`config.mk`:
```
export PLATFORM = sky130hd
export DESIGN_NAME = retrace_status
export DESIGN_NICKNAME = d
export VERILOG_FILES = /design/src/rtl/retrace_status.sv
export SDC_FILE = /design/constraint.sdc
export NUM_CORES = 1
export LEC_CHECK = 0
export CORE_UTILIZATION = 45
export CTS_CLUSTER_SIZE = 25
export DETAILED_ROUTE_END_ITERATION = 12
export PLACE_DENSITY = 0.79
export SLEW_MARGIN = 20
export SYNTH_ARGS = -nofsm -noshare
export SYNTH_HDL_FRONTEND = slang
export SYNTH_SLANG_ARGS = --single-unit
```
`constraint.sdc`:
```
create_clock -name clk -period 5.9 [get_ports clk]
set_input_delay 1.18 -clock clk [delete_from_list [all_inputs] [get_ports clk]]
set_output_delay 1.18 -clock clk [all_outputs]
set_load 0.05 [all_outputs]
```
`src/rtl/retrace_status.sv`:
```
module retrace_status #(
  parameter int HT_W = 8,
  parameter int VT_W = 10
) (
  input  logic            clk,
  input  logic            rst_n,
  input  logic            dot_en,
  input  logic            dots9,
  input  logic [HT_W-1:0] htotal,
  input  logic [VT_W-1:0] vtotal,
  input  logic [4:0]      hbl_start,
  input  logic [4:0]      hbl_end,
  input  logic [6:0]      vbl_start,
  input  logic [6:0]      vbl_end,
  input  logic            hsync_inv,
  input  logic            vsync_inv,
  input  logic            status_rd,
  output logic [7:0]      status,
  output logic            ac_ff_clr
);
  localparam int CH_W = HT_W + 1;

  logic [3:0]      dot_q;
  logic [CH_W-1:0] char_q;
  logic [VT_W-1:0] line_q;

  wire [3:0]      dot_last   = dots9 ? 4'd8 : 4'd7;
  wire            cell_done  = dot_en && (dot_q >= dot_last);
  wire [CH_W:0]   line_chars = (CH_W+1)'(htotal) + (CH_W+1)'(5);
  wire            line_done  = cell_done && ((CH_W+1)'(char_q) + 1'b1 >= line_chars);
  wire            frame_done = line_done && ((VT_W+1)'(line_q) + 1'b1 >= (VT_W+1)'(vtotal));

  always_ff @(posedge clk) begin
    if (!rst_n) begin
      dot_q  <= '0;
      char_q <= '0;
      line_q <= '0;
    end else if (dot_en) begin
      dot_q <= cell_done ? 4'd0 : dot_q + 4'd1;
      if (cell_done) char_q <= line_done ? '0 : char_q + 1'b1;
      if (line_done) line_q <= frame_done ? '0 : line_q + 1'b1;
    end
  end

  wire [5:0] h_end_x = {hbl_end < hbl_start, hbl_end};
  wire [7:0] v_end_x = {vbl_end < vbl_start, vbl_end};

  wire h_blank = (char_q >= CH_W'(hbl_start)) && (char_q < CH_W'(h_end_x));
  wire v_blank = (line_q >= VT_W'(vbl_start)) && (line_q < VT_W'(v_end_x));

  wire h_ind = h_blank ^ hsync_inv;
  wire v_ind = v_blank ^ vsync_inv;

  assign status = {4'b0000, v_ind, 2'b00, h_ind | v_ind};

  always_ff @(posedge clk) begin
    if (!rst_n) ac_ff_clr <= 1'b0;
    else        ac_ff_clr <= status_rd;
  end
endmodule

```
---- Word level (Yosys, flattened, before mapping) ----
Index checks and enable logic that the tools add are counted.
operators by class
  add/subtract/negate cells ............... 6
  magnitude comparators ................... 9
  multiplexer cells ....................... 4
  bitwise logic cells ..................... 3
  reductions and logical operators ........ 7
operators by type and width
  kind                                                              count
  10-bit by 1-bit adder with 11-bit output (second input constant)  1
  11-bit by 10-bit greater-or-equal comparator with 1-bit output    1
  10-bit by 1-bit adder with 10-bit output (second input constant)  1
  9-bit by 1-bit adder with 10-bit output (second input constant)   1
  10-bit by 7-bit greater-or-equal comparator with 1-bit output     1
  10-bit by 9-bit greater-or-equal comparator with 1-bit output     1
  10-bit by 8-bit less-than comparator with 1-bit output            1
  10-bit two-way mux                                                1
  8-bit by 3-bit adder with 9-bit output (second input constant)    1
  9-bit by 1-bit adder with 9-bit output (second input constant)    1
  9-bit by 5-bit greater-or-equal comparator with 1-bit output      1
  9-bit by 6-bit less-than comparator with 1-bit output             1
  9-bit two-way mux                                                 1
  4-bit two-way mux                                                 2
  7-bit less-than comparator                                        1
  1-bit logical AND                                                 5
  5-bit less-than comparator                                        1
  4-bit by 1-bit adder with 4-bit output (second input constant)    1
  4-bit greater-or-equal comparator                                 1
  2-bit AND reduction                                               2
  1-bit bitwise XOR                                                 2
  1-bit OR                                                          1
word-level totals
  register bits after elaboration ......... 24
  bits of input ports ..................... 49
  output and inout port bits .............. 9
  logic and storage cells ................. 33

---- Logic depth before layout (Yosys ltp) ----
  word-level depth ........................ 6
  depth in mapped cells ................... 14
  depth with buffers taken out ............ 14

---- Least setup slack after synthesis ----
Ideal clock, no wire load.
  kind .................................... input -> output
  from .................................... input vbl_start[1]
  to ...................................... output status[0]
  arrival time ............................ 3.492 ns
  required time ........................... 4.720 ns
  setup slack ............................. 1.228 ns
  cell stages on the path ................. 13
  buffers on the path ..................... 0
  cell sequence ........................... inv_1 ha_1 a21oi_1 nor2b_1 o21ai_0 o2bb2ai_1 o21ai_0 ha_1 or4_1 a21oi_1 o311ai_2 xnor2_1 nand2b_1
between the ends
  longest elaborated chain between the ends .. 5
  elaborated cells on any way between the ends .. 6
  those cells by class .................... order compare: 3; bitwise: 2; reduce/logical: 1
ends and longest elaborated chain
  element                                                 line  text
  from (decl)                                             13    input logic [6:0] vbl_start,
  7-bit less-than comparator                              46    wire [7:0] v_end_x = {vbl_end < vbl_start, vbl_end};
  10-bit by 8-bit less-than comparator with 1-bit output  49    wire v_blank = (line_q >= VT_W'(vbl_start)) && (line_q < VT_W'(v_end_x));
  1-bit logical AND *                                     49
  1-bit bitwise XOR *                                     52    wire v_ind = v_blank ^ vsync_inv;
  net v_ind                                               52
  1-bit OR *                                              54    assign status = {4'b0000, v_ind, 2'b00, h_ind | v_ind};
  to (decl)                                               18    output logic [7:0] status,
The timed path passes the listed nets; every way through them passes the cells marked *.

---- Final worst setup path ----
  from .................................... input vbl_start[1]
  to ...................................... output status[0]
between the ends
  longest elaborated chain between the ends .. 5
  elaborated cells on any way between the ends .. 6
  those cells by class .................... order compare: 3; bitwise: 2; reduce/logical: 1
ends and longest elaborated chain
  element                                                 line
  7-bit less-than comparator                              46
  10-bit by 8-bit less-than comparator with 1-bit output  49
  1-bit logical AND *                                     49
  1-bit bitwise XOR *                                     52
  1-bit OR *                                              54
Every way passes the cells marked *; elsewhere a longest branch is shown, timed or not.

==> results_dict.tcl <==
set metrics [dict create \
    setup_viol 0 \
    crit_path_start_kind "primary input" \
    worst_slew_pin_slew_ns 0.555 \
    leakage_nw 1.69 \
    synthTopCellsByCount "61 x ha_1, 38 x inv_1, 24 x dfxtp_1, 21 x a21oi_1, 21 x nor2_1" \
    cts_sinks 24 \
    core-area_um2 5960 \
    rsz0062_at_grt "false" \
    vias 2473 \
    hp-start "dot_q[2]" \
    power_density_nw_per_um2 127 \
    routabilityCongestion 0.795 \
    clk_pin_slew_worst_paths_ns 0.09 \
    row_count 28 \
    async_flop_share_pct 0 \
    cts_buffers 3 \
    instances_no_fill 465 \
    skew_ns 0.00291 \
    hold_path_depth 2 \
    grt-ovfl-total 0 \
    cp-end-kind "output port" \
    die-area_um2 6500 \
    synth_top_area_share_pct 27.5 \
    yosysMostFrequentCell "ha_1" \
    htree_num_levels 1 \
    yosys.area.top_type "ha_1" \
    synth-edff-count 0 \
    worstHoldEndpoint "dot_q[2]" \
    fmax_mhz 190 \
    relSlewSlack_pct 62.9 \
    cts_resized 0 \
    slowest_delay_ns 0.47 \
    antenna_found_initial 0 \
    routed_via_density 5.32 \
    grt_max_degree 16 \
    grt.total_usage_pct 19.4 \
    clk_path_buf_depth 2 \
    ys_types 45 \
    slew_viol_final 0 \
    wl_mm 5.75 \
    required_ns 4.72 \
    drt_first_iter_violations 64 \
    globalRouteMet2Util_pct 39.6 \
    ant_nets 0 \
    syn-mean-instance-area_um2 8.15 \
    grt_pass1_wl_mm 10.1 \
    cts_setup_buffers 0 \
    place_inst 461 \
    finalCriticalPeriod_ns 5.27 \
    ctsHoldBuffers 0 \
    avgRoutedWirePerCell_um 12.4 \
    synth_area_leaders "ha_1 27%, dfxtp_1 17%, xnor2_1 5.7%" \
    cp_cell_sequence "clkdlybuf4s50_1 > inv_1 > ha_1 > a21oi_1 > nor2b_1 > o21ai_0 > o2bb2ai_1 > o21ai_0 > ha_1 > or4_1 > a21oi_1 > o311ai_2 > xnor2_1 > nand2b_1 > buf_12" \
    hold_ws_ns 0.559 \
    area_growth_pct 22.5 \
    busiest_layer "met2" \
    path_max_fanout 2 \
    die_h_um 80.6 \
    fin_setup_tns_ns 0 \
    rrSetupSlack_ns 2.70 \
    status "finished clean" \
    io_buffers 51 \
    cap_violations 0 \
    tritoncts "yes" \
    syn_area_um2 2780 \
    hold_viol 0 \
    rr_startpoint "char_q[0]" \
    hold_path.class "reg2reg" \
    vdd_drop_max_uv 139 \
    worstSetupPathType "in2out" \
    met1_usage_pct 19.9 \
    root_buffer "clkbuf_8" \
    clk_latency_ns 0.27 \
    period_share_pct 89.4 \
    diodes 0 \
    ys_ff_latch 24 \
    slowest_stage "or4_1" \
    total_power_mw 0.432 \
    nNetsFinal 501 \
    io_pins 58 \
    die_w_um 80.6 \
    drive_gt1_share_pct 4.36 \
    fin_util_pct 57.2 \
    synth_seq_area_share_pct 17.3 \
    drc 0 \
    reg2reg_depth 12 \
    start_util_pct 46.7 \
    cp.arrival_ns 4.09 \
    timing.rr.end "line_q[0]" \
    dp_hpwl_mm 4.82 \
    grt_pass1_vias 2494 \
    first_pass_iters 4 \
    grtUsageMet3_pct 3.07 \
    synth_cells 341 \
    ys.flop_type "dfxtp_1" \
    yosys_warnings 0 \
]
==> cells by family (layout without fill, tap and decap cells) <==
kind of cell | after synthesis | after routing | share of synthesized area [%]
and+or+nand+nor | 104 | 104 | 19.3
AOI/OAI and AO/OA | 69 | 69 | 17.3
adders and majority gates | 61 | 61 | 27.5
buffers and inverters | 49 | 93 | 7.88
xor gates and xnor gates | 31 | 31 | 9.77
DFF | 24 | 24 | 17.3
muxes | 2 | 2 | 0.900
other | 1 | 6 | 0.135
==> worst max-delay path by stage <==
stage            startpoint   endpoint  cells past startpoint
5_1_grt        vbl_start[1]  status[0]                     15
2_1_floorplan  vbl_start[1]  status[0]                     13
3_3_place_gp   vbl_start[1]  status[0]                     15
6_report       vbl_start[1]  status[0]                     15
4_1_cts        vbl_start[1]  status[0]                     15
3_5_place_dp   vbl_start[1]  status[0]                     15
==> state kept, by name, indices dropped and copies added (netlist names) <==
signal and cells:
ac_ff_clr 1, char_q 9, dot_q 4, line_q 10
==> worst max-delay path, delay by kind of cell <==
kind | cells | cell delay (ns)
AOI/OAI and AO/OA | 6 | 0.78
xor gates and xnor gates | 1 | 0.27
adders and majority gates | 2 | 0.47
buffers and inverters | 3 | 0.65
and+or+nand+nor | 3 | 0.73
==> cell usage in the layout (no fill, tap or decap), drive strengths merged, types with 18 or more instances in the layout <==
| cell | n |
|---|---|
| ha | 61 |
| xnor2 | 18 |
| nor2 | 23 |
| clkdlybuf4s50 | 49 |
| inv | 38 |
| a21oi | 21 |
| nand2 | 21 |
| dfxtp | 24 |
| nand3 | 18 |
==> power by group <==
part / switching [mW] / internal, mW
Combinational: 0.0579 / 0.0605
Clock: 0.0561 / 0.0908
Sequential: 0.00248 / 0.164
==> per-stage QoR <==
step	setup slack, ns	area (um^2)
floorplan	1.23	2800
global placement	0.704	3330
detailed placement	0.617	3330
CTS	0.623	3410
global route	0.443	3410
finish	0.628	3410
==> cell type report <==
type	instances	area (um^2)
clock inverters	1	30.0
repair buffers	51	518
fillers	565	2550
clock buffers	3	41.3
well taps	75	93.8
flip-flops and latches	24	480
multi-input cells	273	2100
inverters	38	143
==> layer usage <==
| layer | share of wire (%) | wire length [um] |
|---|---|---|
| met5 | 0 | 0 |
| met1 | 42 | 2410 |
| met3 | 3.7 | 214 |
| met2 | 53 | 3070 |
| met4 | 1.1 | 61 |
Power figures use the tool's default switching activity.
